===== src/rtl/arith_unit_pkg.sv =====
// Package: arith_unit_pkg
// Shared operation codes for the opcode-selected arithmetic unit.
// Assumes a three-bit code; bit 2 separates the pass/negate group from
// the add/subtract group, and bits 1:0 pick within a group.
package arith_unit_pkg;

    typedef enum logic [2:0] {
        OP_PASS_A = 3'd0,
        OP_PASS_B = 3'd1,
        OP_NEG_A  = 3'd2,
        OP_NEG_B  = 3'd3,
        OP_ADD_U  = 3'd4,
        OP_ADD_S  = 3'd5,
        OP_SUB_AB = 3'd6,
        OP_SUB_BA = 3'd7
    } op_e;

endpackage


===== src/rtl/au_negate.sv =====
// Module: au_negate
// Two's complement negation: inverts the operand and adds one with a
// chain of half adders. Returns the carries into and out of the MSB so
// the caller can form the signed overflow flag. Assumes W >= 2.
module au_negate #(
    parameter int W = 4
) (
    input  logic [W-1:0] din,
    output logic [W-1:0] dout,
    output logic [1:0]   carry_hi
);

    logic [W-1:0] inv;
    logic [W:0]   c;

    assign inv  = ~din;
    assign c[0] = 1'b1;

    genvar i;
    generate
        for (i = 0; i < W; i++) begin : g_inc
            // half adder stage of the +1 increment
            assign dout[i] = inv[i] ^ c[i];
            assign c[i+1]  = inv[i] & c[i];
        end
    endgenerate

    assign carry_hi = {c[W], c[W-1]};

endmodule


===== src/rtl/au_adder.sv =====
// Module: au_adder
// Ripple-carry adder built from full adders. Returns the sum and the
// carries out of the MSB (bit 1) and into the MSB (bit 0). Assumes W >= 2.
module au_adder #(
    parameter int W = 4
) (
    input  logic [W-1:0] x0,
    input  logic [W-1:0] x1,
    input  logic         cin,
    output logic [W-1:0] sum,
    output logic [1:0]   carry_hi
);

    logic [W:0] c;

    assign c[0] = cin;

    genvar i;
    generate
        for (i = 0; i < W; i++) begin : g_fa
            // one full adder per bit
            assign sum[i] = x0[i] ^ x1[i] ^ c[i];
            assign c[i+1] = (x0[i] & x1[i]) | (c[i] & (x0[i] ^ x1[i]));
        end
    endgenerate

    assign carry_hi = {c[W], c[W-1]};

endmodule


===== src/rtl/au_sel4.sv =====
// Module: au_sel4
// Per-bit four-way selector of width W. The select code picks one of
// four data words. Purely combinational.
module au_sel4 #(
    parameter int W = 4
) (
    input  logic [1:0]   sel,
    input  logic [W-1:0] d0,
    input  logic [W-1:0] d1,
    input  logic [W-1:0] d2,
    input  logic [W-1:0] d3,
    output logic [W-1:0] y
);

    // route the chosen data word to the output
    always_comb begin
        case (sel)
            2'd0:    y = d0;
            2'd1:    y = d1;
            2'd2:    y = d2;
            default: y = d3;
        endcase
    end

endmodule


===== src/rtl/arith_unit.sv =====
// Module: arith_unit
// Opcode-selected arithmetic unit on two W-bit operands. Computes both
// negations, the sum and both differences in parallel. Two four-way
// selectors and a final choice on op[2] then pick the result and its
// overflow flag. Has no clock or reset, so the outputs follow the inputs.
// Assumes W >= 2.
module arith_unit
    import arith_unit_pkg::*;
#(
    parameter int W = 4
) (
    input  logic [W-1:0] a,
    input  logic [W-1:0] b,
    input  logic [2:0]   op,
    output logic [W-1:0] x,
    output logic         v
);

    localparam int          MSB     = W - 1;
    localparam logic [W-1:0] MIN_NEG = {1'b1, {(W-1){1'b0}}};

    logic [W-1:0] neg_a, neg_b, sum_ab, dif_ab, dif_ba;
    logic [1:0]   cy_na, cy_nb, cy_sum, cy_ab, cy_ba;
    logic [W-1:0] x_lo, x_hi;
    logic         v_lo, v_hi;
    op_e          opc;

    assign opc = op_e'(op);

    au_negate #(.W(W)) u_neg_a (.din(a), .dout(neg_a), .carry_hi(cy_na));
    au_negate #(.W(W)) u_neg_b (.din(b), .dout(neg_b), .carry_hi(cy_nb));

    au_adder #(.W(W)) u_add (.x0(a), .x1(b),  .cin(1'b0), .sum(sum_ab), .carry_hi(cy_sum));
    au_adder #(.W(W)) u_sab (.x0(a), .x1(~b), .cin(1'b1), .sum(dif_ab), .carry_hi(cy_ab));
    au_adder #(.W(W)) u_sba (.x0(b), .x1(~a), .cin(1'b1), .sum(dif_ba), .carry_hi(cy_ba));

    au_sel4 #(.W(W)) u_xlo (.sel(op[1:0]), .d0(a), .d1(b), .d2(neg_a), .d3(neg_b), .y(x_lo));
    au_sel4 #(.W(W)) u_xhi (.sel(op[1:0]), .d0(sum_ab), .d1(sum_ab), .d2(dif_ab), .d3(dif_ba), .y(x_hi));

    au_sel4 #(.W(1)) u_vlo (.sel(op[1:0]), .d0(1'b0), .d1(1'b0),
                            .d2(^cy_na), .d3(^cy_nb), .y(v_lo));
    au_sel4 #(.W(1)) u_vhi (.sel(op[1:0]), .d0(cy_sum[1]), .d1(^cy_sum),
                            .d2(^cy_ab), .d3(^cy_ba), .y(v_hi));

    // final group choice on the top code bit
    always_comb begin
        x = op[2] ? x_hi : x_lo;
        v = op[2] ? v_hi : v_lo;
    end

    // port-level checks of the operation map
    always_comb begin
        if (opc == OP_PASS_A) begin
            a_r1_pass_a: assert (x == a && !v);
        end
        if (opc == OP_NEG_A) begin
            a_r3_neg_a: assert (x == W'(0) - a && v == (a == MIN_NEG));
        end
        if (opc == OP_ADD_U) begin
            a_r5_add_unsigned: assert ({v, x} == ({1'b0, a} + {1'b0, b}));
        end
        if (opc == OP_ADD_S) begin
            a_r6_add_signed_overflow: assert (x == a + b &&
                v == ((a[MSB] == b[MSB]) && (x[MSB] != a[MSB])));
        end
        if (opc == OP_SUB_AB) begin
            a_r7_sub_ab: assert (x == a - b &&
                v == ((a[MSB] != b[MSB]) && (x[MSB] != a[MSB])));
        end
        if (opc == OP_SUB_BA) begin
            a_r8_sub_ba: assert (x == b - a &&
                v == ((a[MSB] != b[MSB]) && (x[MSB] != b[MSB])));
        end
    end

endmodule


===== config.mk =====
export PLATFORM = sky130hd
export DESIGN_NAME = arith_unit
export DESIGN_NICKNAME = d
export VERILOG_FILES = /design/src/rtl/arith_unit_pkg.sv /design/src/rtl/au_negate.sv /design/src/rtl/au_adder.sv /design/src/rtl/au_sel4.sv /design/src/rtl/arith_unit.sv
export SDC_FILE = /design/constraint.sdc
export NUM_CORES = 1
export LEC_CHECK = 0
export BUFFER_PORTS_ARGS = -buffer_cell sky130_fd_sc_hd__buf_4
export CAP_MARGIN = 20
export CORE_AREA = 2 2 48 50
export DETAILED_ROUTE_END_ITERATION = 16
export DIE_AREA = 0 0 50 52
export GPL_ROUTABILITY_DRIVEN = 0
export SYNTH_ARGS = -nofsm -noshare
export SYNTH_HDL_FRONTEND = slang
export SYNTH_SLANG_ARGS = --single-unit

===== constraint.sdc =====
create_clock -name vclk -period 2.4
set_clock_uncertainty 0.2 [all_clocks]
set_input_delay 0 -clock vclk [all_inputs]
set_output_delay 0 -clock vclk [all_outputs]
set_load 0.005 [all_outputs]

# Word level (Yosys, flattened, before mapping)
# Cells that the tools add are included.
# W data, S select, Z words.
# word_totals
output_inout_bits	5
regBits	0
# op_classes
bitwise_logic	71
eq_ne	2
muxes	6
reduce_logical	7
# ops
cell	n
$and A1 B1 Y1	27
$xor A1 B1 Y1	27
$pmux W4 S3	1
$or A1 B1 Y1	11
$reduce_xor A2 Y1	5
$not A4 Y4	2
$pmux W4 S2	1
$mux W4	1
$not A1 Y1	4
$pmux W1 S3	1
$eq A2 B1 Y1 const B	1
$eq A2 B2 Y1 const B	1
$logic_not A2 Y1	1
$pmux W1 S2	1
$reduce_or A2 Y1	1
$mux W1	1

# Longest topological paths before layout
# Gate-level depths: netlist of the first run.
# depth
depth_word	12
depth_mapped	11
depth_no_buf	11

# Hierarchy
# Synthesis of the first run repeated with hierarchy kept, for this count alone.
# unflattened
hier_cells	82
hier_area_um2	843.3
# by_module_without_submodules
mod	cells_each	seq_area_each_um2	area_per_inst_um2	n_inst
au_adder	12	0.0	110.1	3
au_sel4 (u_xhi ...)	4	0.0	105.1	2
arith_unit	20	0.0	137.6	1
au_negate	8	0.0	60.1	2
au_sel4 (u_vhi ...)	1	0.0	22.5	2

# Worst setup path before layout of the first run
# OpenSTA, ideal clock, no wires.
# synth_path
path_type	input to output
from	in a[0]
to	out x[3]
setup_slack_ns	0.368
required_time_ns	2.200
n_path_buf	0
arrival_time_ns	1.832
cell_stages	10
cell_sequence	inv_1 ha_1 inv_1 fa_1 fa_1 inv_1 fa_1 mux2i_1 a21oi_1 mux2i_1
# synth_via
elab_chain_cells	10
elab_cells_between_ends	29
classes_between	mux: 3; bitwise: 26
# synth_lines
element	line	text
start: declaration	arith_unit.sv:12	input logic [W-1:0] a,
$not A4 Y4	au_negate.sv:16, arith_unit.sv:35	
$and A1 B1 Y1 or $xor A1 B1 Y1 (tied branches)	au_adder.sv:23	assign c[i+1] = (x0[i] & x1[i]) | (c[i] & (x0[i] ^ x1[i]));
$or A1 B1 Y1	au_adder.sv:23	
$and A1 B1 Y1	au_adder.sv:23	
$or A1 B1 Y1	au_adder.sv:23	
$and A1 B1 Y1	au_adder.sv:23	
$or A1 B1 Y1	au_adder.sv:23	
$xor A1 B1 Y1	au_adder.sv:22	assign sum[i] = x0[i] ^ x1[i] ^ c[i];
$pmux W4 S2	au_sel4.sv:17	case (sel)
$mux W4 (*)	arith_unit.sv:47	x = op[2] ? x_hi : x_lo;
end: declaration	arith_unit.sv:15	output logic [W-1:0] x,
# Every way passes the cells marked *; elsewhere a longest branch is shown, timed or not.

# Final worst setup path of the first run
# layout_path
from	in b[0]
to	out x[3]
# layout_via
elab_chain_cells	10
elab_cells_between_ends	29
classes_between	mux: 3; bitwise: 26
# layout_lines
element	line	text
start: declaration	arith_unit.sv:13	input logic [W-1:0] b,
$not A4 Y4	au_negate.sv:16, arith_unit.sv:34	
$and A1 B1 Y1 or $xor A1 B1 Y1 (tied branches)	au_adder.sv:23	
$or A1 B1 Y1	au_adder.sv:23	
$and A1 B1 Y1	au_adder.sv:23	
$or A1 B1 Y1	au_adder.sv:23	
$and A1 B1 Y1	au_adder.sv:23	
$or A1 B1 Y1	au_adder.sv:23	
$xor A1 B1 Y1	au_adder.sv:22	
$pmux W4 S2	au_sel4.sv:17	
$mux W4 (*)	arith_unit.sv:47	
# Marks and branches as above.

==> results.toml, run 1 <==
[global_routing]
largest_net_degree_at_the_start_of_global_routing = 14
global_route.overflow_total = 0
initial_antenna_violation_count = 0
grt_pass1_wl_microns = 2140
grt_pass1_vias = 455
track_usage = 0.105

[power_and_ir_drop]
power.share.combinational = 1.000
net_switching_power_mw = 0.0731
sequentialPowerShare = 0
worst_ir_drop_vdd_uv = 73.5
internal-power_mw = 0.0853
static-leakage-power_nw = 0.378
fraction_of_power_spent_switching_nets = 0.461
clock_power_share = 0
power.density_cell_area_mw_per_mm2 = 208

[timing]
final_critical_period_ps = 2240
finalSetupViolations = 0
max_freq_ghz = 0.446
rsz_0062_raised_after_global_routing = "false"
fin_setup_tns_ps = 0
relSlewSlack = 0.856
post-route-period-util = 0.934
max_slew.worst_pin.slew_ps = 215
hold_viol_final = 0
finalMaxSlewViolations = 0

[die]
floorplan.initialDensity = 0.288
core_region_area_sq_mm = 0.00211
die-width_microns = 50
die-height_microns = 52
rows = 17
design.portCount = 16
die_area_sq_mm = 0.00260

[finish]
multi_input_area_sq_um = 538
diodes = 0
n_fill_cell = 211
sequential_cell_total = 0
final.clkbuf_count = 0
area_growth_syn_to_layout_pct = 25.6
postLayoutCellArea_sq_um = 761
number_of_nets_in_the_layout = 109
seqCellArea_sq_um = 0
drive_gt1_frac = 0.321

[run_status]
status = "complete, no violations"

[worst_setup_path]
worst_setup_path_start_kind = "input port"
critPathSlowestCell = "fa_1"
critical_path.cell_chain = "buf_4 -> inv_1 -> ha_1 -> inv_1 -> fa_1 -> inv_1 -> fa_1 -> fa_1 -> mux2i_1 -> a21oi_1 -> mux2i_1 -> buf_4"
critical_path.top_delay_family = "adder cells"
critical_path_buf_inv_count = 5
required_ps = 2200
critical_path_arrival_ps = 2040
crit_path_max_fanout = 4
critical_path.endpoint_type = "primary output"
cp_slowest_stage_delay_ps = 530
critical_path_class = "in2out"

[logic_synthesis]
yosys-top-cells-count = "inv_1, fa_1, ha_1"
synthDistinctLibCells = 20
synthCells = 63
ys_top_cells_by_area = "fa_1, ha_1, mux4_2, inv_1, mux2i_1"
synth_top_area_frac = 0.298
synthesis.area_sq_um = 606
synth.yosys.warnings = 0
synth_area_leader_cell = "fa_1"
synth_fp_nets = 92
post-synth-top-count-cell = "inv_1"
syn_avg_cell_area_sq_um = 9.61
synth.yosys.seq_area_share = 0

[detailed_routing]
detailedRoute.firstPassIterationCount = 4
detail_route.wl_per_cell_microns = 12.0
dr_total_vias = 479
antenna_left = 0
drt_drc_violations_left = 0
avgViaCountPerCell = 4.52
finalWirelength_microns = 1270
drt_first_iter_violations = 6

[placement]
dpl_cell_area_sq_um = 756
hpwlAfterDp_microns = 1110
buffer_ports.inserted = 16

[clocking]
number_of_buffers_inserted_by_hold_repair_at_cts = 0

[min_path]
holdCritPathClass = "in2out"

[flow_run]
drv.max_cap_violation_count = 0
-- tightest hold or removal path, delay by kind of cell --
| kind | cells | cell delay, ps |
|---|---|---|
| AO/OA/AOI/OAI | 1 | 70 |
| buffers and inverters | 2 | 280 |
-- what timing repair did --
action                     in CTS  in global routing
hold endpoints to repair        0                  0
setup endpoints to repair       0                  1
setup buffers                   0                  0
gates resized for setup         0                  2
-- layout by cell type (no fill, tap or decap) --
master | netlist | routed
a211oi_1 | 1 | 1
o21ai_0 | 1 | 1
nand2_1 | 3 | 3
ha_1 | 9 | 9
nor3_1 | 1 | 1
mux2i_1 | 4 | 4
fa_2 | 0 | 2
o211ai_1 | 1 | 1
nor2b_1 | 1 | 1
mux2_2 | 2 | 2
fa_1 | 9 | 7
mux4_2 | 3 | 3
xnor2_1 | 3 | 3
o2111ai_1 | 1 | 1
inv_1 | 14 | 14
buf_4 | 0 | 18
a31oi_1 | 1 | 1
a21oi_1 | 3 | 3
nor2_1 | 3 | 3
-- power groups by stage --
stage | clock, mW | combinational, mW | sequential [mW]
floorplan | 0 | 0.0949 | 0
global placement | 0 | 0.154 | 0
detailed placement | 0 | 0.159 | 0
CTS | 0 | 0.160 | 0
global route | 0 | 0.181 | 0
finish | 0 | 0.158 | 0
-- final cells by class --
class	count	area share
well taps	28	0.0461
inverters	14	0.0691
multi-input cells	46	0.707
repair buffers	18	0.178
-- path summary, 6_finish.rpt --
path,from,end,slack (ps),cells after the start
setup / recovery,b[0],x[3],160,12
hold / removal,op[2],x[0],150,3
-- kinds of logic after synthesis --
group	Yosys count	synth area share
muxes	9	0.215
adders and majority gates	18	0.483
xor gates and xnor gates	3	0.0434
and+or+nand+nor	8	0.0558
AOI/OAI and AO/OA	8	0.0826
buffers and inverters	17	0.120
-- per-stage QoR --
stage	setup WS (ps)	std cells	total power [mW]	utilization	hold slack [ps]
finish	160	106	0.158	0.361	149
global route	5.30	106	0.181	0.361	175
CTS	62.9	106	0.160	0.359	156
detailed placement	62.5	106	0.159	0.359	153
global placement	105	106	0.154	0.359	162
floorplan	368	63	0.0949	-	-40.8
-- per-layer routing --
| layer | vias up | global-route usage | wire length (microns) |
|---|---|---|---|
| li1 | 238 | - | - |
| met1 | 229 | 0.137 | 554 |
| met2 | 12 | 0.200 | 670 |
| met3 | 0 | 0.00862 | 47 |
| met4 | 0 | 0 | 0 |
| met5 | - | 0 | 0 |
Power figures use the tool's default switching activity.
==> inputs of run 2 (changes only) <==
Settings changed: CORE_AREA 2 2 48 50 to 2 2 39 41, DIE_AREA 0 0 50 52 to 0 0 41 43, PLACE_DENSITY from default to 0.7.
==> run 2 against run 1 <==
  * Fmax shrank 2.0%
  * Final cell count shrank 11%
  * First-iteration DRC count is 33% lower
  * Flip-flop and latch count unchanged
  * Utilization grew 19 points
  * Critical path type unchanged
  * Via count increased by 5.2%
==> results.toml, run 2 (same netlist as run 1, synthesis figures left out) <==
[run_status]
status = "complete, no violations"

[die]
floorplan.initialDensity = 0.438
rows = 14
die-width_microns = 41
die_area_sq_mm = 0.00176
core_region_area_sq_mm = 0.00138
design.portCount = 16
die-height_microns = 43

[detailed_routing]
finalWirelength_microns = 1320
drt_first_iter_violations = 4
dr_total_vias = 504
detail_route.wl_per_cell_microns = 14.1
drt_drc_violations_left = 0
antenna_left = 0
detailedRoute.firstPassIterationCount = 4
avgViaCountPerCell = 5.36

[timing]
fin_setup_tns_ps = 0
max_freq_ghz = 0.438
relSlewSlack = 0.849
rsz_0062_raised_after_global_routing = "false"
post-route-period-util = 0.952
final_critical_period_ps = 2290
max_slew.worst_pin.slew_ps = 227
finalMaxSlewViolations = 0
finalSetupViolations = 0
hold_viol_final = 0

[min_path]
holdCritPathClass = "in2out"

[power_and_ir_drop]
power.density_cell_area_mw_per_mm2 = 210
static-leakage-power_nw = 0.377
worst_ir_drop_vdd_uv = 81.9

[worst_setup_path]
critical_path_arrival_ps = 2090
crit_path_max_fanout = 3
critical_path_class = "in2out"
critical_path.endpoint_type = "primary output"
worst_setup_path_start_kind = "input port"
required_ps = 2200

[placement]
buffer_ports.inserted = 16
dpl_cell_area_sq_um = 726
hpwlAfterDp_microns = 1060

[finish]
postLayoutCellArea_sq_um = 764
diodes = 0
most_frequent_cells_in_the_layout = "buf_4, inv_1, ha_1, fa_1, mux2i_1"
n_fill_cell = 135
seqCellArea_sq_um = 0
sequential_cell_total = 0
final.clkbuf_count = 0
number_of_nets_in_the_layout = 109
area_growth_syn_to_layout_pct = 26.2
drive_gt1_frac = 0.372
final_common_cell = "buf_4"

[global_routing]
largest_net_degree_at_the_start_of_global_routing = 14
track_usage = 0.163
grt_pass1_wl_microns = 2000
global_route.overflow_total = 0
grt_pass1_vias = 461
initial_antenna_violation_count = 0

[clocking]
number_of_buffers_inserted_by_hold_repair_at_cts = 0

[flow_run]
drv.max_cap_violation_count = 0
-- run 2: cell counts in the layout (fill, tap and decap cells not counted) --
Identical to the previous run, type by type.
-- run 2: through the flow --
stage	hold WS, ps	util	setup slack [ps]	std cells	total power [mW]
2_1_floorplan	-40.8	-	368	63	0.0949
3_3_place_gp	152	0.524	23.1	92	0.147
3_5_place_dp	153	0.524	0.612	92	0.153
4_1_cts	157	0.526	50.0	92	0.155
5_1_grt	173	0.552	7.72	94	0.180
6_report	150	0.552	114	94	0.161
-- run 2: worst paths after layout --
check | endpoint | from | depth (start not counted) | slack [ps]
setup / recovery | x[3] | a[0] | 12 | 110
hold / removal | x[0] | op[2] | 3 | 150
-- run 2: metal layers --
layer | track usage | routed length (microns) | vias to the layer above
li1 | - | - | 239
met1 | 0.241 | 510 | 255
met2 | 0.278 | 760 | 8
met3 | 0 | 33 | 2
met4 | 0 | 19 | 0
met5 | 0 | 0 | -
-- run 2: area by class of cell --
cell class                      count  area [sq um]  share of cell area
Timing Repair Buffer               18           139               0.182
Multi-Input combinational cell     46           551               0.720
Inverter                           14          55.1              0.0720
Tap cell                           16          20.0              0.0262
-- run 2: critical path, stage by stage --
cell     delay (ps)
buf_6           100
inv_4            60
ha_4            120
inv_2            30
fa_2            390
fa_2            420
inv_2            70
fa_1            410
mux2i_1         150
a21oi_1          90
mux2i_1         130
buf_4           120
-- run 2: repair_timing --
action / 4_1_cts / 5_1_grt
endpoints found under the setup margin: 1 / 1
gates resized for setup: 1 / 8
buffers inserted: 0 / 2
pin swaps: 0 / 4
-- run 2: where the power goes --
group	leakage [nW]	switching, mW	internal [mW]	total (mW)
sequential	0	0	0	0
clock	0	0	0	0
combinational	0.377	0.0741	0.0867	0.161
